File: src/rtl/usr_pkg.sv
// Shared types for the universal shift register.
// Assumes: the select encoding below is fixed, since neighbours decode it.
package usr_pkg;

    typedef enum logic [1:0] {
        MODE_HOLD = 2'b00,
        MODE_SHR  = 2'b01,
        MODE_SHL  = 2'b10,
        MODE_LOAD = 2'b11
    } mode_e;

endpackage

File: src/rtl/usr_clr_sync.sv
// Clear conditioner: drops run_n as soon as clr_n goes low and raises it
// only after STAGES rising edges with clr_n high.
// Assumes: STAGES >= 1; clk runs while clear is released.
module usr_clr_sync #(
    parameter int STAGES = 2
) (
    input  logic clk,
    input  logic clr_n,
    output logic run_n
);

    logic [STAGES-1:0] chain_q;

    // Shift ones in after release; empty the chain at once on clear.
    always_ff @(posedge clk or negedge clr_n) begin
        if (!clr_n) begin
            chain_q <= '0;
        end else begin
            chain_q <= (chain_q << 1) | {{(STAGES-1){1'b0}}, 1'b1};
        end
    end

    assign run_n = chain_q[STAGES-1];

    // the internal release only follows a clear that was already released.
    p_release_after_clr_r7: assert property (@(posedge clk) disable iff (!clr_n)
        $rose(run_n) |-> $past(clr_n));

endmodule

File: src/rtl/usr_next_state.sv
// Next-value logic: builds each register bit from itself, its two
// neighbours, a serial input at the ends, or the parallel word.
// Assumes: W >= 2; bit 0 is the A end, bit W-1 the H end.
module usr_next_state #(
    parameter int W = 8
) (
    input  usr_pkg::mode_e  mode,
    input  logic [W-1:0]    q,
    input  logic            ser_r,
    input  logic            ser_l,
    input  logic [W-1:0]    par,
    output logic [W-1:0]    nxt
);
    import usr_pkg::*;

    for (genvar i = 0; i < W; i++) begin : g_bit
        logic from_low;
        logic from_high;

        // Source for a right shift: the bit below, or the serial input at bit 0.
        if (i == 0) begin : g_low_end
            assign from_low = ser_r;
        end else begin : g_low_mid
            assign from_low = q[i-1];
        end

        // Source for a left shift: the bit above, or the serial input at the top.
        if (i == W-1) begin : g_high_end
            assign from_high = ser_l;
        end else begin : g_high_mid
            assign from_high = q[i+1];
        end

        // Per-bit select among hold, the two shift sources and the parallel word.
        assign nxt[i] = (mode == MODE_SHR)  ? from_low  :
                        (mode == MODE_SHL)  ? from_high :
                        (mode == MODE_LOAD) ? par[i]    : q[i];
    end

endmodule

File: src/rtl/usr_bus_ctrl.sv
// Bus driver: decides when the register drives the shared bus and
// gates the outgoing value to zero while released.
// Assumes: load mode must always release the bus so it can be captured.
module usr_bus_ctrl #(
    parameter int W = 8
) (
    input  usr_pkg::mode_e  mode,
    input  logic            oc0_n,
    input  logic            oc1_n,
    input  logic [W-1:0]    q,
    output logic            oe,
    output logic [W-1:0]    dout
);
    import usr_pkg::*;

    // Enable only outside load, and only with both controls active.
    assign oe   = (mode != MODE_LOAD) && !oc0_n && !oc1_n;
    // Released bus reads zero so no stale value leaks out.
    assign dout = oe ? q : '0;

endmodule

File: src/rtl/univ_shift_reg.sv
// Universal shift/storage register: hold, shift either way, parallel load
// over a shared bus, end-bit serial outputs, asynchronous clear.
// Assumes: bus_in is meaningful on load edges only; clear release is
// synchronised over SYNC_STAGES edges before the register acts again.
module univ_shift_reg #(
    parameter int W           = 8,
    parameter int SYNC_STAGES = 2
) (
    input  logic         clk,
    input  logic         clr_n,
    input  logic [1:0]   mode_sel,
    input  logic         out_ctl0_n,
    input  logic         out_ctl1_n,
    input  logic         ser_r_in,
    input  logic         ser_l_in,
    input  logic [W-1:0] bus_in,
    output logic [W-1:0] bus_out,
    output logic         bus_oe,
    output logic         end_a,
    output logic         end_h
);
    import usr_pkg::*;

    localparam int TOP = W - 1;

    mode_e        mode;
    logic         run_n;
    logic [W-1:0] q_r;
    logic [W-1:0] q_nxt;

    assign mode = mode_e'(mode_sel);

    usr_clr_sync #(.STAGES(SYNC_STAGES)) clr_sync_i (
        .clk   (clk),
        .clr_n (clr_n),
        .run_n (run_n)
    );

    usr_next_state #(.W(W)) next_i (
        .mode  (mode),
        .q     (q_r),
        .ser_r (ser_r_in),
        .ser_l (ser_l_in),
        .par   (bus_in),
        .nxt   (q_nxt)
    );

    usr_bus_ctrl #(.W(W)) bus_i (
        .mode  (mode),
        .oc0_n (out_ctl0_n),
        .oc1_n (out_ctl1_n),
        .q     (q_r),
        .oe    (bus_oe),
        .dout  (bus_out)
    );

    // State register: cleared at once by run_n, otherwise takes the next value.
    always_ff @(posedge clk or negedge run_n) begin
        if (!run_n) begin
            q_r <= '0;
        end else begin
            q_r <= q_nxt;
        end
    end

    assign end_a = q_r[0];
    assign end_h = q_r[TOP];

    // hold keeps every bit.
    p_hold_r1: assert property (@(posedge clk) disable iff (!run_n)
        (mode_sel == 2'b00) |=> $stable(q_r));

    // right shift moves toward the top and takes ser_r_in at bit 0.
    p_shift_right_r2: assert property (@(posedge clk) disable iff (!run_n)
        (mode_sel == 2'b01) |=> (q_r == {$past(q_r[TOP-1:0]), $past(ser_r_in)}));

    // left shift moves toward bit 0 and takes ser_l_in at the top.
    p_shift_left_r3: assert property (@(posedge clk) disable iff (!run_n)
        (mode_sel == 2'b10) |=> (q_r == {$past(ser_l_in), $past(q_r[TOP:1])}));

    // load captures the bus lines.
    p_load_capture_r4: assert property (@(posedge clk) disable iff (!run_n)
        (mode_sel == 2'b11) |=> (q_r == $past(bus_in)));

    // the bus is never driven while load is selected.
    p_load_bus_off_r4: assert property (@(posedge clk) disable iff (!run_n)
        (mode_sel == 2'b11) |-> !bus_oe);

    // either control high releases the bus and zeroes its output.
    p_bus_release_r5: assert property (@(posedge clk) disable iff (!run_n)
        (out_ctl0_n || out_ctl1_n) |-> (!bus_oe && (bus_out == '0)));

    // clear holds everything at zero, including the end outputs.
    p_clear_zero_r6: assert property (@(posedge clk)
        !clr_n |-> ((q_r == '0) && !end_a && !end_h));

endmodule

File: config.mk
export PLATFORM = sky130hd
export DESIGN_NAME = univ_shift_reg
export DESIGN_NICKNAME = d
export VERILOG_FILES = /design/src/rtl/usr_pkg.sv /design/src/rtl/usr_clr_sync.sv /design/src/rtl/usr_next_state.sv /design/src/rtl/usr_bus_ctrl.sv /design/src/rtl/univ_shift_reg.sv
export SDC_FILE = /design/constraint.sdc
export NUM_CORES = 1
export LEC_CHECK = 0
export BUFFER_PORTS_ARGS = -buffer_cell sky130_fd_sc_hd__buf_2
export CORE_MARGIN = 8
export CORE_UTILIZATION = 38
export CTS_CLUSTER_DIAMETER = 50
export DETAILED_ROUTE_END_ITERATION = 8
export GPL_ROUTABILITY_DRIVEN = 0
export PLACE_DENSITY = 0.72
export SLEW_MARGIN = 20
export SYNTH_ARGS = -nofsm -noshare
export SYNTH_HDL_FRONTEND = slang
export SYNTH_SLANG_ARGS = --single-unit
File: constraint.sdc
create_clock -name clk -period 0.8 [get_ports clk]
set_clock_uncertainty 0.05 [all_clocks]
set_input_delay 0.12 -clock clk [delete_from_list [all_inputs] [get_ports clk]]
set_output_delay 0.12 -clock clk [all_outputs]
set_load 0.01 [all_outputs]
==> impl_metrics.json <==
{
  "synth_cell_types": 6,
  "final_core_util": 0.644,
  "drc": 0,
  "initial_core_util": 0.405,
  "outcome": "finished with violations",
  "htreeDepth": 1,
  "areaGrowthSynthToFinish_pct": 59.1,
  "cp_max_fo": 2,
  "worst_ir_drop_vdd_mv": 1.15,
  "syn_area_per_cell_um2": 17.6,
  "setup_ws_ns": -0.386,
  "worstPathArrival_ns": 1.02,
  "p_total_mw": 1.48,
  "grt_usage": 0.100,
  "drive_gt1_frac": 0.806,
  "slew_violations": 0,
  "instances_no_fill": 82,
  "core_mm2": 0.00130,
  "die_area_mm2": 0.00283,
  "hold_viol_final": 0,
  "yosys_register_bits": 10,
  "power_density_mw_per_mm2": 1760,
  "post_drt_wl_per_cell_um": 15.3,
  "critPathRequiredTime_ns": 0.63,
  "ioPinCount": 27,
  "grt_pass1_vias": 445,
  "cts_root_buf": "clkbuf_4",
  "row_count": 13,
  "initialDrtViolationCount": 4,
  "failed_checks": "setup timing",
  "min_path_type": "flop to asynchronous set/reset pin",
  "grt_max_degree": 9,
  "max_freq_ghz": 0.843,
  "period_minus_slack_ns": 1.19,
  "io_buffers": 26,
  "dp_cells": 75,
  "pre_cts_ws_ns": -0.343,
  "die_y_um": 53.2,
  "placed_area_um2": 713,
  "drtAntennaViolNets": 0,
  "overflow": 0,
  "syn-instance-count": 30,
  "crit_type": "flop to output port",
  "diodes": 0,
  "yosys_warnings": 0,
  "clk_path_buf_depth": 2,
  "worst_setup_path_start_kind": "flop",
  "syn-cell-area_um2": 527,
  "clock-sinks": 10,
  "antenna_found_initial": 0,
  "post-dp-hpwl_um": 1050,
  "vias": 405,
  "grt_first_pass_wirelength_um": 1970,
  "setup_tns_ns": -5.26,
  "setup_viol": 19,
  "clock_latency_ns": 0.27,
  "final_cell_area_um2": 838,
  "synth_fp_nets": 46,
  "wl_um": 1250,
  "routed_via_density": 4.94,
  "cts_tree": "built",
  "nets": 85,
  "endpoint_kind": "output port",
  "cap_viol_max_count": 0,
  "whs_ns": 0.0726,
  "first_pass_iters": 4,
  "min_period_over_period": 1.48,
  "p_leak_nw": 0.397,
  "cts_buffers": 3,
  "rsz0062_at_grt": "true",
  "die_x_um": 53.2,
  "clk_pin_slew_ns": 0.06,
  "ys_seq_area_frac": 0.475
}
## synth_stat cells (all sizes together)
library cell | n | area, um2
a211oi | 1 | 20.0
and2 | 8 | 50.1
buf | 2 | 22.5
conb | 1 | 3.75
dfrtp | 10 | 250
mux4 | 8 | 180
## final timing paths
kind                                                  from                 end  slack (ns)  cells past startpoint
max                                     q_r[7]$_DFFE_PN0P_          bus_out[7]       -0.39                      3
min                        clr_sync_i.chain_q[1]$_DFF_PN0_  q_r[2]$_DFFE_PN0P_        0.07                      0
max reg2reg                             q_r[7]$_DFFE_PN0P_  q_r[6]$_DFFE_PN0P_       -0.36                      2
min reg2reg                clr_sync_i.chain_q[1]$_DFF_PN0_  q_r[2]$_DFFE_PN0P_        0.07                      0
max in group asynchronous  clr_sync_i.chain_q[1]$_DFF_PN0_  q_r[1]$_DFFE_PN0P_        0.38                      0
min in group clk                                 bus_in[5]  q_r[5]$_DFFE_PN0P_        0.12                      2
## sequential cells by signal, summed over array words and instances, names as in the netlist
| name | cells |
|---|---|
| clr_sync_i.chain_q | 2 |
| q_r | 8 |
## power breakdown
part | internal, mW | switching [mW] | leakage (nW) | total [mW]
Combinational | 0.314 | 0.127 | 0.266 | 0.442
Clock | 0.174 | 0.164 | 0.0138 | 0.337
Sequential | 0.599 | 0.0989 | 0.117 | 0.698
## what timing repair did
item / in CTS / in global routing
endpoints found under the hold margin: 2 / 0
setup buffers: 3 / 0
endpoints found under the setup margin: 19 / 19
hold buffers: 1 / 0
pin swaps: 2 / 0
cloned: 0 / 0
gates resized for setup: 14 / 0
## worst max-delay path: stages (launching register included)
cell     delay [ns]
dfrtp_1        0.39
buf_6          0.12
and2_4         0.13
buf_6          0.11
## kinds of logic after synthesis
logic type	synth area share
AOI/OAI and AO/OA	0.0380
buffers and inverters	0.0428
and+or+nand+nor	0.0950
muxes	0.342
DFF	0.475
other	0.00712
## final cells by class
| cell class | instances | area (um2) |
|---|---|---|
| timing repair buffer | 36 | 275 |
| tap | 15 | 18.8 |
| sequential | 10 | 250 |
| fill | 107 | 463 |
| clock buffer | 3 | 22.5 |
| multi-input combinational | 18 | 272 |
## placed cells by master, fill, tap and decap left out
| cell type | instances |
|---|---|
| buf_4 | 7 |
| buf_8 | 1 |
| buf_2 | 17 |
| a211oi_4 | 1 |
| dlygate4sd3_1 | 1 |
| and2_1 | 1 |
| dfrtp_1 | 10 |
| clkbuf_4 | 3 |
| and2_4 | 7 |
| conb_1 | 1 |
| mux4_2 | 8 |
| buf_6 | 10 |
## layer usage
layer  up-vias  part of all wire  wire (um)  global-route usage
li1        187                 -          -                   -
met1       198              0.37        464               0.100
met2        18              0.50        622               0.162
met3         2              0.12        146              0.0504
met4         0             0.015         19              0.0630
met5         -                 0          0                   0
No activity file was read; power rests on OpenSTA's default activity.
